`config.mk`:
```
export PLATFORM = sky130hd
export DESIGN_NAME = irm_reg_unit
export DESIGN_NICKNAME = d
export VERILOG_FILES = /design/src/rtl/irm_pkg.sv /design/src/rtl/irm_bw_lock.sv /design/src/rtl/irm_chan_lock.sv /design/src/rtl/irm_reg_unit.sv
export SDC_FILE = /design/constraint.sdc
export NUM_CORES = 1
export LEC_CHECK = 0
export ABC_AREA = 1
export ABC_CLOCK_PERIOD_IN_PS = 8700
export BUFFER_PORTS_ARGS = -buffer_cell sky130_fd_sc_hd__buf_2
export CAP_MARGIN = 20
export CORE_UTILIZATION = 57
export DETAILED_ROUTE_END_ITERATION = 10
export GPL_TIMING_DRIVEN = 0
export HOLD_SLACK_MARGIN = 0.12
export PLACE_DENSITY = 0.78
export REMOVE_ABC_BUFFERS = 1
export SLEW_MARGIN = 20
export SYNTH_ARGS = -nofsm -noshare
export SYNTH_HDL_FRONTEND = slang
export SYNTH_SLANG_ARGS = --single-unit
```
`constraint.sdc`:
```
create_clock -name clk -period 8.7 [get_ports clk]
set_clock_uncertainty 0.2 [all_clocks]
set_input_delay 0.87 -clock clk [delete_from_list [all_inputs] [get_ports clk]]
set_output_delay 0.87 -clock clk [all_outputs]
set_load 0.01 [all_outputs]
```
`src/rtl/irm_pkg.sv`:
```
package irm_pkg;
  typedef enum logic [1:0] {
    OP_READ   = 2'd0,
    OP_WRITE  = 2'd1,
    OP_LOCK32 = 2'd2,
    OP_LOCK64 = 2'd3
  } irm_op_e;

  typedef enum logic [1:0] {
    RC_DONE  = 2'd0,
    RC_TYPE  = 2'd1,
    RC_ADDR  = 2'd2
  } irm_rc_e;

  // Byte offsets decoded by neighbouring logic; fixed by the bus register space.
  localparam int unsigned OFF_BMID  = 32'h21C;
  localparam int unsigned OFF_BW    = 32'h220;
  localparam int unsigned OFF_CHHI  = 32'h224;
  localparam int unsigned OFF_CHLO  = 32'h228;
  localparam int unsigned OFF_BCAST = 32'h234;

  localparam logic [31:0] BMID_DEFAULT  = 32'h0000_003F;
  localparam logic [31:0] CHHI_DEFAULT  = 32'hFFFF_FFFE;
  localparam logic [31:0] CHLO_DEFAULT  = 32'hFFFF_FFFF;
  localparam logic [31:0] BCAST_DEFAULT = 32'h8000_001F;
endpackage

```
`src/rtl/irm_bw_lock.sv`:
```
// Bandwidth allocate/free rule, purely combinational.
module irm_bw_lock #(
  parameter int BW_W = 13,
  parameter int QW   = 32
) (
  input  logic [BW_W-1:0] cur,
  input  logic [QW-1:0]   arg,
  input  logic [QW-1:0]   data,
  output logic            upd,
  output logic [BW_W-1:0] nxt,
  output logic [QW-1:0]   ret
);
  logic            in_range;
  logic            alloc;
  logic [BW_W-1:0] a_lo;
  logic [BW_W-1:0] d_lo;
  logic [BW_W-1:0] take;
  logic [BW_W:0]   sum;

  always_comb begin
    in_range = (arg[QW-1:BW_W] == '0);
    a_lo     = arg[BW_W-1:0];
    d_lo     = data[BW_W-1:0];
    alloc    = (a_lo >= d_lo);
    take     = a_lo - d_lo;
    sum      = {1'b0, cur} + {1'b0, d_lo - a_lo};
    if (!in_range) begin
      upd = 1'b0;
    end else if (alloc) begin
      upd = (cur >= take);
    end else begin
      upd = !sum[BW_W];
    end
    nxt = alloc ? (cur - take) : sum[BW_W-1:0];
    ret = upd ? arg : {{(QW-BW_W){1'b0}}, cur};
  end
endmodule

```
`src/rtl/irm_chan_lock.sv`:
```
// Flipped-bits compare rule for the channel map, any width.
module irm_chan_lock #(
  parameter int W = 32
) (
  input  logic [W-1:0] cur,
  input  logic [W-1:0] arg,
  input  logic [W-1:0] data,
  output logic         upd,
  output logic [W-1:0] nxt,
  output logic [W-1:0] ret
);
  logic [W-1:0] flip;

  always_comb begin
    flip = arg ^ data;
    upd  = ((arg & flip) == (cur & flip));
    nxt  = cur ^ flip;
    ret  = upd ? arg : cur;
  end
endmodule

```
`src/rtl/irm_reg_unit.sv`:
```
module irm_reg_unit
  import irm_pkg::*;
#(
  parameter int ADDR_W   = 12,
  parameter int BW_W     = 13,
  parameter int BW_RESET = 4915
) (
  input  logic              clk,
  input  logic              rst_n,
  input  logic              bus_reset,
  input  logic              req_valid,
  input  logic [1:0]        req_op,
  input  logic [ADDR_W-1:0] req_offset,
  input  logic [63:0]       req_data,
  input  logic [63:0]       req_arg,
  output logic              rsp_valid,
  output logic [1:0]        rsp_code,
  output logic [63:0]       rsp_value
);
  localparam int QW = 32;
  localparam int DW = 2 * QW;
  localparam logic [BW_W-1:0] BW_DEF = BW_W'(BW_RESET);

  logic [QW-1:0]   bmid_q, bmid_d;
  logic [BW_W-1:0] bw_q, bw_d;
  logic [QW-1:0]   ch_hi_q, ch_hi_d;
  logic [QW-1:0]   ch_lo_q, ch_lo_d;
  logic [QW-1:0]   bc_q, bc_d;
  logic            rsp_valid_q, rsp_valid_d;
  logic [1:0]      rsp_code_q, rsp_code_d;
  logic [DW-1:0]   rsp_value_q, rsp_value_d;
  logic            reg_en;

  irm_op_e op;
  logic    hit_bmid, hit_bw, hit_hi, hit_lo, hit_bc, aligned;

  assign op       = irm_op_e'(req_op);
  assign hit_bmid = (req_offset == ADDR_W'(OFF_BMID));
  assign hit_bw   = (req_offset == ADDR_W'(OFF_BW));
  assign hit_hi   = (req_offset == ADDR_W'(OFF_CHHI));
  assign hit_lo   = (req_offset == ADDR_W'(OFF_CHLO));
  assign hit_bc   = (req_offset == ADDR_W'(OFF_BCAST));
  assign aligned  = (req_offset[1:0] == 2'b00);

  // Bandwidth rule
  logic            bw_upd;
  logic [BW_W-1:0] bw_nxt;
  logic [QW-1:0]   bw_ret;
  irm_bw_lock #(.BW_W(BW_W), .QW(QW)) u_bw (
    .cur(bw_q), .arg(req_arg[QW-1:0]), .data(req_data[QW-1:0]),
    .upd(bw_upd), .nxt(bw_nxt), .ret(bw_ret)
  );

  // Quadlet channel rule: channel 31 (high bit 0) can never be released
  logic [QW-1:0] c32_cur, c32_data, c32_nxt, c32_ret;
  logic          c32_upd;
  assign c32_cur  = hit_hi ? ch_hi_q : ch_lo_q;
  assign c32_data = hit_hi ? {req_data[QW-1:1], 1'b0} : req_data[QW-1:0];
  irm_chan_lock #(.W(QW)) u_ch32 (
    .cur(c32_cur), .arg(req_arg[QW-1:0]), .data(c32_data),
    .upd(c32_upd), .nxt(c32_nxt), .ret(c32_ret)
  );

  // 64-bit channel rule over {high, low}
  logic [DW-1:0] c64_data, c64_nxt, c64_ret;
  logic          c64_upd;
  assign c64_data = {req_data[DW-1:QW+1], 1'b0, req_data[QW-1:0]};
  irm_chan_lock #(.W(DW)) u_ch64 (
    .cur({ch_hi_q, ch_lo_q}), .arg(req_arg), .data(c64_data),
    .upd(c64_upd), .nxt(c64_nxt), .ret(c64_ret)
  );

  // Next-state logic
  always_comb begin
    bmid_d      = bmid_q;
    bw_d        = bw_q;
    ch_hi_d     = ch_hi_q;
    ch_lo_d     = ch_lo_q;
    bc_d        = bc_q;
    rsp_valid_d = 1'b0;
    rsp_code_d  = RC_DONE;
    rsp_value_d = '0;
    reg_en      = bus_reset | req_valid;

    if (bus_reset) begin
      bmid_d  = BMID_DEFAULT;
      bw_d    = BW_DEF;
      ch_hi_d = CHHI_DEFAULT;
      ch_lo_d = CHLO_DEFAULT;
      bc_d    = BCAST_DEFAULT;
    end else if (req_valid) begin
      rsp_valid_d = 1'b1;
      unique case (op)
        OP_READ: begin
          if (hit_bmid)    rsp_value_d = DW'(bmid_q);
          else if (hit_bw) rsp_value_d = DW'(bw_q);
          else if (hit_hi) rsp_value_d = DW'(ch_hi_q);
          else if (hit_lo) rsp_value_d = DW'(ch_lo_q);
          else if (hit_bc) rsp_value_d = DW'(bc_q);
          else             rsp_code_d  = RC_ADDR;
        end
        OP_WRITE: begin
          if (hit_bc) bc_d = {bc_q[31], req_data[30], bc_q[29:0]};
          else if (hit_bmid || hit_bw || hit_hi || hit_lo) rsp_code_d = RC_TYPE;
          else rsp_code_d = RC_ADDR;
        end
        OP_LOCK32: begin
          if (hit_bmid) begin
            rsp_value_d = DW'(bmid_q);
            if (bmid_q == req_arg[QW-1:0]) bmid_d = req_data[QW-1:0];
          end else if (hit_bw) begin
            rsp_value_d = DW'(bw_ret);
            if (bw_upd) bw_d = bw_nxt;
          end else if (hit_hi || hit_lo) begin
            rsp_value_d = DW'(c32_ret);
            if (c32_upd && hit_hi) ch_hi_d = c32_nxt;
            if (c32_upd && hit_lo) ch_lo_d = c32_nxt;
          end else if (hit_bc) begin
            rsp_code_d = RC_TYPE;
          end else begin
            rsp_code_d = RC_ADDR;
          end
        end
        default: begin
          if (!aligned) begin
            rsp_code_d = RC_TYPE;
          end else if (hit_hi) begin
            rsp_value_d = c64_ret;
            if (c64_upd) {ch_hi_d, ch_lo_d} = c64_nxt;
          end else if (hit_bmid || hit_bw || hit_bc) begin
            rsp_code_d = RC_TYPE;
          end else begin
            rsp_code_d = RC_ADDR;
          end
        end
      endcase
    end
  end

  // Register state
  always_ff @(posedge clk or negedge rst_n) begin
    if (!rst_n) begin
      bmid_q  <= BMID_DEFAULT;
      bw_q    <= BW_DEF;
      ch_hi_q <= CHHI_DEFAULT;
      ch_lo_q <= CHLO_DEFAULT;
      bc_q    <= BCAST_DEFAULT;
    end else if (reg_en) begin
      bmid_q  <= bmid_d;
      bw_q    <= bw_d;
      ch_hi_q <= ch_hi_d;
      ch_lo_q <= ch_lo_d;
      bc_q    <= bc_d;
    end
  end

  always_ff @(posedge clk or negedge rst_n) begin
    if (!rst_n) begin
      rsp_valid_q <= 1'b0;
      rsp_code_q  <= RC_DONE;
      rsp_value_q <= '0;
    end else begin
      rsp_valid_q <= rsp_valid_d;
      if (rsp_valid_d) begin
        rsp_code_q  <= rsp_code_d;
        rsp_value_q <= rsp_value_d;
      end
    end
  end

  assign rsp_valid = rsp_valid_q;
  assign rsp_code  = rsp_code_q;
  assign rsp_value = rsp_value_q;
endmodule

```
==> results.cfg <==
[power_and_ir_drop]
leakage_nw = 10.80
ir_drop_v = 0.0001393
power_mw = 3.268
power.density_nw_per_um2 = 164.4

[timing]
maxSlewViolCount = 0
slew_headroom_pct = 10.25
fin_crit_sh_pct = 80.27
rsz0062_at_grt = no
max_freq_mhz = 143.2
final.min_clock_period_ns = 6.983
setup_viol_count_final = 0
tightest_slew_ns = 1.332
hold_violations = 0

[placed_design]
gp_congestion = 1.007
portBuffers = 211
dp_hpwl_um = 42830

[synth]
synth_largest_area_cell = nand2_1
syn_inst = 2696
synthMuxAreaShare_pct = 0
synth_top_family_by_area = simple AND/OR/NAND/NOR gates
synth_xor_area_share_pct = 4.957
netlist_area_um2 = 17670
yosysSeqAreaShare_pct = 25.75
synth_async_sr_flop_share_pct = 100.0
synth-main-ff-cell = dfrtp_1
synthAdderAreaFrac_pct = 14.90
synth_top_area_share_pct = 16.19
ys_ff_latch = 178
synth_compound_area_share_pct = 13.55
ys_warn_count = 0
yosys-top-cells-area = nand2_1, ha_1, dfrtp_1
syn_area_per_cell_um2 = 6.554
synth_edf_count = 0
ys_types = 47
synthSimpleGateAreaFrac_pct = 29.37

[cells_and_area]
nNetsFinal = 3183
fin_util_pct = 65.14
final_common_cell = nand2_1
layout_common_cells = nand2_1, inv_1, buf_2, ha_1, nand3_1
drive_gt1_share_pct = 13.65
syn_to_final_growth_pct = 12.48

[worst_setup_path]
startpoint_type = input pin
critPathKind = in -> reg
cp_common_cell = nand2_1
path_cells = buf_2 > nor2_2 > nand3_1 > nor2_1 > nand2_2 > inv_4 > buf_12 > nand2_1 > o21ai_0 > inv_1 > ha_1 > xnor2_1 > nand2_1 > nor2_1 > nand2_1 > nor2_1 > nand2_2 > buf_12 > inv_1 > nand2_1 > a21oi_4 > buf_16 > nand2_1 > o21ai_1
crit_buf_inv = 7
max_stage_delay_ns = 0.64
critPathSlowestCell = a21oi_4
cp.arrival_ns = 7.15
end_kind = flip-flop
path_max_fanout = 43
cp.required_ns = 8.87
cp_top_family = simple AND/OR/NAND/NOR gates

[die]
ios = 213
rows = 64
die_area_um2 = 31710
fp.dieH_um = 178.1
die_w_um = 178.1
core-area_um2 = 30510
initial_core_util_pct = 57.92

[grt]
grt_pass1_wl_um = 93260
track_usage_pct = 38.06
grt_pass1_vias = 17860
grt_max_degree = 77
grt-ovfl-total = 0
antenna_found_initial = 7

[cts]
clockBufferDepth = 2
clkSlewWorstSetupHoldPaths_ns = 0.07
cts_tree = done
cts-buffers-inserted = 17
postCtsSetupBuffers = 0
clock_sinks = 178
post_cts_resized = 0
clkLatencyLatePin_ns = 0.46
hold_buffers = 0
h-tree-depth = 4
cts-root-buf = clkbuf_16

[routing]
drtIter0Drc = 2173
vias = 18960
wire_per_inst_um = 18.38
ant_nets = 0
drtPass1Iterations = 8
drt-total-wl_um = 59650
vias_per_cell = 5.843
post-route-drc-count = 0

[run]
maxCapViolations = 0

[outcome]
outcome = complete, no violations

[worst_hold_path]
hold_path.class = in -> async
==> flip-flops by register name, indices dropped and copies added, names as in the netlist <==
signal,flops
rsp_value,64
bmid_q,32
ch_hi_q,32
ch_lo_q,32
bw_q,13
bc_q,2
rsp_code,2
rsp_valid,1
==> final timing paths <==
| path | depth (start not counted) | slack [ns] | to | start |
|---|---|---|---|---|
| max | 24 | 1.72 | ch_hi_q[0] | req_offset[7] |
| min | 1 | 0.12 | rsp_value[27] | rst_n |
| max reg2reg | 18 | 3.80 | ch_hi_q[0] | ch_hi_q[19] |
| min reg2reg | 2 | 0.28 | rsp_value[0] | rsp_value[0] |
| max in group asynchronous | 2 | 7.39 | ch_lo_q[19] | rst_n |
| min in group clk | 2 | 0.28 | rsp_value[0] | rsp_value[0] |
==> synth_stat cells (2+ instances only) <==
cell	n
nor4_1	11
o21ai_0	200
xnor2_1	55
buf_1	5
inv_2	7
dfrtp_1	101
o21ai_1	34
nand2_2	2
a221oi_1	4
nand4_1	32
a21oi_1	95
clkbuf_1	87
inv_1	399
o221ai_1	2
or2_2	19
nand2_1	762
o211ai_1	14
buf_6	3
o31ai_1	33
xor2_1	45
o21a_1	3
a32o_1	2
o21bai_1	10
ha_1	204
buf_2	19
fa_1	4
nor3_1	24
clkinv_1	2
dfstp_2	77
a21o_1	3
nor2_1	197
nor2_2	4
nand3_1	203
buf_4	3
a31oi_1	19
==> stage by stage <==
step	TNS (ns)	instances	worst slack (ns)	hold slack, ns	cell area (um^2)
5_1_grt	0	3240	1.474	0.1458	19860
3_5_place_dp	0	3206	1.535	0.2592	19290
4_1_cts	0	3238	2.012	0.1394	19860
6_report	0	3245	1.717	0.1191	19870
3_3_place_gp	-331.75	3186	-3.894	0.2493	18720
2_1_floorplan	0	2579	1.892	0.2389	17170
==> logic make-up after synthesis <==
family / Yosys count
and+or+nand+nor: 1257
adders and majority gates: 208
buffers and inverters: 525
AOI/OAI and AO/OA: 428
xor gates and xnor gates: 100
DFF: 178
==> cell type report <==
cell class	instances	area, um^2
diodes	7	17.52
clock inverters	13	125.1
clock buffers	19	442.9
fillers	2761	10640
multi-input cells	1993	11140
inverters	408	1543
well taps	396	495.5
flip-flops and latches	178	4551
repair buffers	231	1559
==> routing by layer <==
metal | GRT usage (%) | part of all wire (%) | up-vias | wire, um
li1 | - | - | 8937 | -
met1 | 49.93 | 40 | 8767 | 24130
met2 | 60.42 | 45 | 1063 | 26830
met3 | 7.630 | 11 | 194 | 6306
met4 | 16.81 | 4.0 | 0 | 2383
met5 | 0 | 0 | - | 0
==> power breakdown <==
group	switching [mW]	total, mW	internal, mW
clock network	0.389	0.796	0.407
logic	0.827	1.35	0.523
registers	0.106	1.12	1.02
total	1.32	3.27	1.95
Note: power is estimated with default switching activity, not from simulation.
